--- src/rtl/dbw_pkg.sv ---
package dbw_pkg;
  localparam int unsigned OFS_W = 5;

  // sender window
  localparam logic [OFS_W-1:0] TX_STAT_OFS = 5'h00;
  localparam logic [OFS_W-1:0] TX_SET_OFS  = 5'h0C;
  localparam logic [OFS_W-1:0] TX_ACK_OFS  = 5'h10;
  localparam logic [OFS_W-1:0] TX_ACLR_OFS = 5'h14;
  localparam logic [OFS_W-1:0] TX_AEN_OFS  = 5'h18;
  localparam logic [OFS_W-1:0] TX_CTL_OFS  = 5'h1C;

  // receiver window
  localparam logic [OFS_W-1:0] RX_STAT_OFS = 5'h00;
  localparam logic [OFS_W-1:0] RX_MSTA_OFS = 5'h04;
  localparam logic [OFS_W-1:0] RX_CLR_OFS  = 5'h08;
  localparam logic [OFS_W-1:0] RX_MASK_OFS = 5'h10;
  localparam logic [OFS_W-1:0] RX_MSET_OFS = 5'h14;
  localparam logic [OFS_W-1:0] RX_MCLR_OFS = 5'h18;
  localparam logic [OFS_W-1:0] RX_CTL_OFS  = 5'h1C;

  localparam int unsigned SIDES   = 2;
  localparam int unsigned SIDE_TX = 0;
  localparam int unsigned SIDE_RX = 1;
endpackage

--- src/rtl/dbw_flag_store.sv ---
module dbw_flag_store #(
  parameter int unsigned FLAG_W = 32
) (
  input  logic              clk,
  input  logic              rst_n,
  input  logic [FLAG_W-1:0] set_vec,
  input  logic [FLAG_W-1:0] clr_vec,
  output logic [FLAG_W-1:0] flags_q,
  output logic              ack_evt
);
  logic [FLAG_W-1:0] dropped;
  logic [FLAG_W-1:0] flags_d;

  // a flag only counts as dropped when it was up and the sender is not re-raising it
  assign dropped = clr_vec & flags_q & ~set_vec;
  assign ack_evt = |dropped;
  assign flags_d = (flags_q & ~clr_vec) | set_vec;

  always_ff @(posedge clk or negedge rst_n) begin
    if (!rst_n) flags_q <= '0;
    else        flags_q <= flags_d;
  end


  set_lands_chk: assert property (@(posedge clk) disable iff (!rst_n)
    (set_vec != '0) |=> ((flags_q & $past(set_vec)) == $past(set_vec)));


  clear_lands_chk: assert property (@(posedge clk) disable iff (!rst_n)
    ((clr_vec & ~set_vec) != '0) |=> ((flags_q & $past(clr_vec & ~set_vec)) == '0));


  set_wins_chk: assert property (@(posedge clk) disable iff (!rst_n)
    ((set_vec & clr_vec) != '0) |=> ((flags_q & $past(set_vec & clr_vec)) == $past(set_vec & clr_vec)));
endmodule

--- src/rtl/dbw_rx_mask.sv ---
module dbw_rx_mask #(
  parameter int unsigned FLAG_W = 32
) (
  input  logic              clk,
  input  logic              rst_n,
  input  logic [FLAG_W-1:0] mset_vec,
  input  logic [FLAG_W-1:0] mclr_vec,
  input  logic [FLAG_W-1:0] flags_q,
  output logic [FLAG_W-1:0] mask_q,
  output logic [FLAG_W-1:0] masked
);
  logic [FLAG_W-1:0] mask_d;

  assign mask_d = (mask_q & ~mclr_vec) | mset_vec;
  assign masked = flags_q & ~mask_q;

  always_ff @(posedge clk or negedge rst_n) begin
    if (!rst_n) mask_q <= '1;
    else        mask_q <= mask_d;
  end


  mask_set_chk: assert property (@(posedge clk) disable iff (!rst_n)
    (mset_vec != '0) |=> ((mask_q & $past(mset_vec)) == $past(mset_vec)));


  mask_clr_chk: assert property (@(posedge clk) disable iff (!rst_n)
    ((mclr_vec & ~mset_vec) != '0) |=> ((mask_q & $past(mclr_vec & ~mset_vec)) == '0));
endmodule

--- src/rtl/dbw_tx_ack.sv ---
module dbw_tx_ack (
  input  logic clk,
  input  logic rst_n,
  input  logic ack_evt,
  input  logic ack_clr,
  input  logic en_we,
  input  logic en_d,
  output logic ack_q,
  output logic en_q,
  output logic irq
);
  always_ff @(posedge clk or negedge rst_n) begin
    if (!rst_n) begin
      ack_q <= 1'b0;
      en_q  <= 1'b0;
    end else begin
      if (ack_evt)      ack_q <= 1'b1;
      else if (ack_clr) ack_q <= 1'b0;
      if (en_we)        en_q  <= en_d;
    end
  end

  assign irq = ack_q & en_q;


  ack_raise_chk: assert property (@(posedge clk) disable iff (!rst_n)
    ack_evt |=> ack_q);


  ack_clear_chk: assert property (@(posedge clk) disable iff (!rst_n)
    (ack_clr && !ack_evt) |=> !ack_q);
endmodule

--- src/rtl/dbw_window.sv ---
module dbw_window #(
  parameter int unsigned FLAG_W = 32
) (
  input  logic                      clk,
  input  logic                      rst_n,
  input  logic                      tx_req,
  input  logic                      tx_we,
  input  logic [dbw_pkg::OFS_W-1:0] tx_addr,
  input  logic [FLAG_W-1:0]         tx_wdata,
  output logic                      tx_rvalid,
  output logic [FLAG_W-1:0]         tx_rdata,
  input  logic                      rx_req,
  input  logic                      rx_we,
  input  logic [dbw_pkg::OFS_W-1:0] rx_addr,
  input  logic [FLAG_W-1:0]         rx_wdata,
  output logic                      rx_rvalid,
  output logic [FLAG_W-1:0]         rx_rdata,
  output logic                      tx_irq,
  output logic                      tx_comb_irq,
  output logic                      rx_irq,
  output logic                      rx_comb_irq
);
  import dbw_pkg::*;

  localparam int unsigned PAD_W = FLAG_W - 1;

  logic tx_wr, tx_rd, rx_wr, rx_rd;
  assign tx_wr = tx_req &  tx_we;
  assign tx_rd = tx_req & ~tx_we;
  assign rx_wr = rx_req &  rx_we;
  assign rx_rd = rx_req & ~rx_we;

  // write strobes decoded into bit vectors
  logic [FLAG_W-1:0] set_vec, clr_vec, mset_vec, mclr_vec;
  assign set_vec  = (tx_wr && tx_addr == TX_SET_OFS)  ? tx_wdata : '0;
  assign clr_vec  = (rx_wr && rx_addr == RX_CLR_OFS)  ? rx_wdata : '0;
  assign mset_vec = (rx_wr && rx_addr == RX_MSET_OFS) ? rx_wdata : '0;
  assign mclr_vec = (rx_wr && rx_addr == RX_MCLR_OFS) ? rx_wdata : '0;

  logic [FLAG_W-1:0] flags_q, mask_q, masked;
  logic ack_evt, ack_q, aen_q, ack_irq;

  dbw_flag_store #(.FLAG_W(FLAG_W)) u_flags (
    .clk     (clk),
    .rst_n   (rst_n),
    .set_vec (set_vec),
    .clr_vec (clr_vec),
    .flags_q (flags_q),
    .ack_evt (ack_evt)
  );

  dbw_rx_mask #(.FLAG_W(FLAG_W)) u_mask (
    .clk      (clk),
    .rst_n    (rst_n),
    .mset_vec (mset_vec),
    .mclr_vec (mclr_vec),
    .flags_q  (flags_q),
    .mask_q   (mask_q),
    .masked   (masked)
  );

  dbw_tx_ack u_ack (
    .clk     (clk),
    .rst_n   (rst_n),
    .ack_evt (ack_evt),
    .ack_clr (tx_wr && tx_addr == TX_ACLR_OFS && tx_wdata[0]),
    .en_we   (tx_wr && tx_addr == TX_AEN_OFS),
    .en_d    (tx_wdata[0]),
    .ack_q   (ack_q),
    .en_q    (aen_q),
    .irq     (ack_irq)
  );

  // combined-enable control bit, one per side
  logic [SIDES-1:0] ctl_we, ctl_d, ctl_q;
  assign ctl_we[SIDE_TX] = tx_wr && tx_addr == TX_CTL_OFS;
  assign ctl_d[SIDE_TX]  = tx_wdata[0];
  assign ctl_we[SIDE_RX] = rx_wr && rx_addr == RX_CTL_OFS;
  assign ctl_d[SIDE_RX]  = rx_wdata[0];

  for (genvar s = 0; s < SIDES; s++) begin : g_ctl
    always_ff @(posedge clk or negedge rst_n) begin
      if (!rst_n)         ctl_q[s] <= 1'b0;
      else if (ctl_we[s]) ctl_q[s] <= ctl_d[s];
    end
  end

  // read muxes
  logic [FLAG_W-1:0] tx_rmux, rx_rmux;
  always_comb begin
    case (tx_addr)
      TX_STAT_OFS: tx_rmux = flags_q;
      TX_ACK_OFS:  tx_rmux = {{PAD_W{1'b0}}, ack_q};
      TX_AEN_OFS:  tx_rmux = {{PAD_W{1'b0}}, aen_q};
      TX_CTL_OFS:  tx_rmux = {{PAD_W{1'b0}}, ctl_q[SIDE_TX]};
      default:     tx_rmux = '0;
    endcase
  end

  always_comb begin
    case (rx_addr)
      RX_STAT_OFS: rx_rmux = flags_q;
      RX_MSTA_OFS: rx_rmux = masked;
      RX_MASK_OFS: rx_rmux = mask_q;
      RX_CTL_OFS:  rx_rmux = {{PAD_W{1'b0}}, ctl_q[SIDE_RX]};
      default:     rx_rmux = '0;
    endcase
  end

  always_ff @(posedge clk or negedge rst_n) begin
    if (!rst_n) begin
      tx_rvalid <= 1'b0;
      tx_rdata  <= '0;
      rx_rvalid <= 1'b0;
      rx_rdata  <= '0;
    end else begin
      tx_rvalid <= tx_rd;
      tx_rdata  <= tx_rd ? tx_rmux : '0;
      rx_rvalid <= rx_rd;
      rx_rdata  <= rx_rd ? rx_rmux : '0;
    end
  end

  assign tx_irq      = ack_irq;
  assign tx_comb_irq = ack_irq & ctl_q[SIDE_TX];
  assign rx_irq      = |masked;
  assign rx_comb_irq = rx_irq & ctl_q[SIDE_RX];


  rx_irq_src_chk: assert property (@(posedge clk) disable iff (!rst_n)
    rx_irq |-> (flags_q != '0));


  rd_strobe_chk: assert property (@(posedge clk) disable iff (!rst_n)
    (rx_req && !rx_we) |=> rx_rvalid);


  wr_no_strobe_chk: assert property (@(posedge clk) disable iff (!rst_n)
    !(tx_req && !tx_we) |=> (!tx_rvalid && tx_rdata == '0));
endmodule

--- config.mk ---
export PLATFORM = sky130hd
export DESIGN_NAME = dbw_window
export DESIGN_NICKNAME = d
export VERILOG_FILES = /design/src/rtl/dbw_pkg.sv /design/src/rtl/dbw_flag_store.sv /design/src/rtl/dbw_rx_mask.sv /design/src/rtl/dbw_tx_ack.sv /design/src/rtl/dbw_window.sv
export SDC_FILE = /design/constraint.sdc
export NUM_CORES = 1
export LEC_CHECK = 0
export BUFFER_PORTS_ARGS = -buffer_cell sky130_fd_sc_hd__clkbuf_2
export CORE_UTILIZATION = 55
export CTS_BUF_LIST = sky130_fd_sc_hd__clkbuf_8
export DETAILED_ROUTE_END_ITERATION = 12
export GPL_TIMING_DRIVEN = 0
export HOLD_SLACK_MARGIN = 0.12
export PLACE_DENSITY = 0.82
export SYNTH_ARGS = -nofsm -noshare
export SYNTH_HDL_FRONTEND = slang
export SYNTH_SLANG_ARGS = --single-unit
--- constraint.sdc ---
create_clock -name clk -period 2.1 [get_ports clk]
set_input_delay 0.42 -clock clk [delete_from_list [all_inputs] [get_ports clk]]
set_output_delay 0.42 -clock clk [all_outputs]
set_load 0.005 [all_outputs]
==> flow_metrics.env <==
export IMPL_required_ns=1.68
export IMPL_setup_slack_ns=-0.318
export IMPL_hold_violations=0
export IMPL_postSynthAreaPerCell_um2=10.0
export IMPL_core_area_mm2=0.0105
export IMPL_grt_first_pass_wirelength_mm=29.6
export IMPL_synth_top_flop_cell="dfrtp_1"
export IMPL_run_status="finished with violations"
export IMPL_drv_cap=0
export IMPL_cts_root_buf="clkbuf_8"
export IMPL_syn_to_final_growth_pct=24.2
export IMPL_drv_slew=0
export IMPL_cts_max_level=4
export IMPL_synth_distinct_cells=43
export IMPL_p_per_area_mw_per_mm2=789
export IMPL_grt_pass1_vias=5762
export IMPL_async_flop_share=1.00
export IMPL_p_leak_nw=3.54
export IMPL_nets=852
export IMPL_die_h_um=107
export IMPL_final_cells=921
export IMPL_layout_cells_most_common="clkbuf_2"
export IMPL_grt_overflow_total=0
export IMPL_intPower_mw=4.27
export IMPL_drt_iter0_drc=584
export IMPL_die_x_um=107
export IMPL_drive_gt1_frac=0.317
export IMPL_ys_seq_elements=134
export IMPL_netlist_area_mm2=0.00602
export IMPL_slew_headroom=0.336
export IMPL_worst_setup_path_end_kind="primary output"
export IMPL_synth_edf_count=0
export IMPL_fin_area_mm2=0.00747
export IMPL_share_comb_of_total_power=0.123
export IMPL_antenna_found_initial=1
export IMPL_clk_latency_ns=0.45
export IMPL_gr_usage_all_layers=0.350
export IMPL_placedCellCount=882
export IMPL_final_cell_mix="155 x clkbuf_2, 101 x dfrtp_1, 89 x nand2_1"
export IMPL_dieArea_mm2=0.0114
export IMPL_boundaryPins=150
export IMPL_vdd_drop_max_v=0.000429
export IMPL_clkPwrFrac=0.354
export IMPL_start_util=0.575
export IMPL_violations="setup timing"
export IMPL_clk_path_buf_depth=2
export IMPL_cts_tree="done"
export IMPL_setup_viol=2
export IMPL_worst_setup_path_type="reg2out"
export IMPL_post_route_min_period_ns=2.42
export IMPL_num_vias=5739
export IMPL_grt_max_degree=77
export IMPL_slowest_stage="dfstp_2"
export IMPL_ant_nets=0
export IMPL_period_share=1.15
export IMPL_tightest_slew_ns=0.987
export IMPL_hold_ws_ns=0.152
export IMPL_cts_sinks=134
export IMPL_routed_via_density=6.23
export IMPL_fmax_mhz=414
export IMPL_antenna_cells=0
export IMPL_sw_frac_of_total=0.276
export IMPL_rows=37
export IMPL_rsz0062_at_grt="yes"
export IMPL_clk_pin_slew_ns=0.07
export IMPL_dpl_cell_area_mm2=0.00695
export IMPL_synthesis_nets=679
export IMPL_hp_class="in2reg"
export IMPL_post_drt_wl_per_cell_um=20.6
export IMPL_power_frac_seq=0.522
export IMPL_synthCells=599
export IMPL_remaining_drc_errors=0
export IMPL_numCtsBuffers=17
export IMPL_yosysSeqAreaShare=0.564
export IMPL_arrival_ns=2.00
export IMPL_routed_wl_mm=19.0
export IMPL_fin_skew_ns=0.0116
export IMPL_synth_warnings=0
export IMPL_p_sw_mw=1.63
export IMPL_gp_congestion=0.937
export IMPL_slowest_delay_ns=0.56
export IMPL_portBuffers=146
export IMPL_crit_chain="o22ai_2, nor4_2, and3_1, nand3_2, and2_4, clkbuf_2"
export IMPL_cp_start_kind="flop"
export IMPL_worst_path_max_fanout=2
export IMPL_firstDrtPassIters=5
export IMPL_hpwl_mm=13.6
[stage by stage]
stage	TNS [ns]	total power, mW	utilization	worst slack (ns)
finish	-0.630	5.90	0.714	-0.318
global placement	-194.46	3.72	0.661	-1.34
floorplan	-0.106	3.39	-	-0.106
detailed placement	-45.68	3.76	0.665	-0.825
CTS	-0.595	5.86	0.711	-0.304
global route	-0.749	6.10	0.714	-0.374
[Yosys cell counts, drive strengths merged (2+ instances only)]
cell | number | area (um2)
a22o | 61 | 534
nand3 | 21 | 105
nand4 | 23 | 144
a221oi | 2 | 17.5
and2 | 34 | 215
nor2 | 38 | 143
o21ai | 34 | 170
a31oi | 4 | 25.0
nor4 | 4 | 25.0
buf | 10 | 55.1
dfstp | 32 | 841
mux2i | 2 | 20.0
and3 | 5 | 31.3
o22ai | 16 | 100
or4 | 2 | 15.0
nand2 | 89 | 334
a22oi | 31 | 233
a211oi | 2 | 15.0
nor3 | 4 | 20.0
mux2 | 3 | 33.8
a21oi | 6 | 30.0
inv | 33 | 124
dfrtp | 102 | 2550
clkbuf | 27 | 101
[registers in the layout, summed over array words and instances, names as in the netlist]
signal           flops
tx_rvalid            1
ctl_q                2
u_ack.en_q           1
tx_rdata            32
rx_rdata            32
u_mask.mask_q       32
u_flags.flags_q     32
u_ack.ack_q          1
rx_rvalid            1
[layout make-up]
type,count,area (um2)
multi-input cells,395,2410
repair buffers,154,822
clock inverters,13,119
clock buffers,19,262
inverters,33,124
plain buffers,37,176
fillers,808,2990
well taps,136,170
flip-flops and latches,134,3390
[power groups by stage]
stage	clock network (mW)	logic [mW]	registers, mW
floorplan	0	0.368	3.02
global placement	0	0.620	3.10
detailed placement	0	0.648	3.11
CTS	2.09	0.701	3.07
global route	2.21	0.784	3.10
finish	2.09	0.728	3.08
[cell families (layout without fill, tap and decap cells)]
| kind of cell | count (synthesis) | in the layout | share of synthesized area |
|---|---|---|---|
| mux | 5 | 5 | 0.00894 |
| buf+inv | 70 | 256 | 0.0466 |
| compound gates | 160 | 160 | 0.193 |
| simple gates | 229 | 229 | 0.186 |
| xor+xnor | 1 | 1 | 0.00146 |
| flops | 134 | 134 | 0.564 |
[worst paths after layout]
check	slack, ns	to	from	depth (start not counted)
worst max-delay path	-0.32	rx_comb_irq	u_mask.mask_q[14]	6
worst min-delay path	0.15	rx_rvalid	rx_we	2
worst max register to register	0.11	u_ack.ack_q	u_flags.flags_q[28]	6
worst min register to register	0.55	u_flags.flags_q[7]	u_flags.flags_q[7]	1
max in group asynchronous	0.80	u_mask.mask_q[31]	rst_n	3
min in group asynchronous	0.53	tx_rdata[15]	rst_n	2
[layer usage]
layer	vias up	track usage	wire, um
met1	2788	0.461	7440
met4	0	0.164	554
met5	-	0	0
li1	2487	-	-
met2	404	0.550	8990
met3	60	0.0827	2010
[critical path: cells and delay by family, from the launching register on]
kind / cells / cell delay [ns]
and+or+nand+nor: 4 / 0.78
AOI/OAI and AO/OA: 1 / 0.10
buffers and inverters: 1 / 0.10
DFF: 1 / 0.56
[what timing repair did]
item,in CTS,in global routing
setup buffers,6,0
gates resized for setup,14,20
hold buffers,1,0
hold endpoints to repair,43,0
setup endpoints to repair,34,62
pin swaps,4,1
cloned,0,0
(Power assumes the default switching activity.)
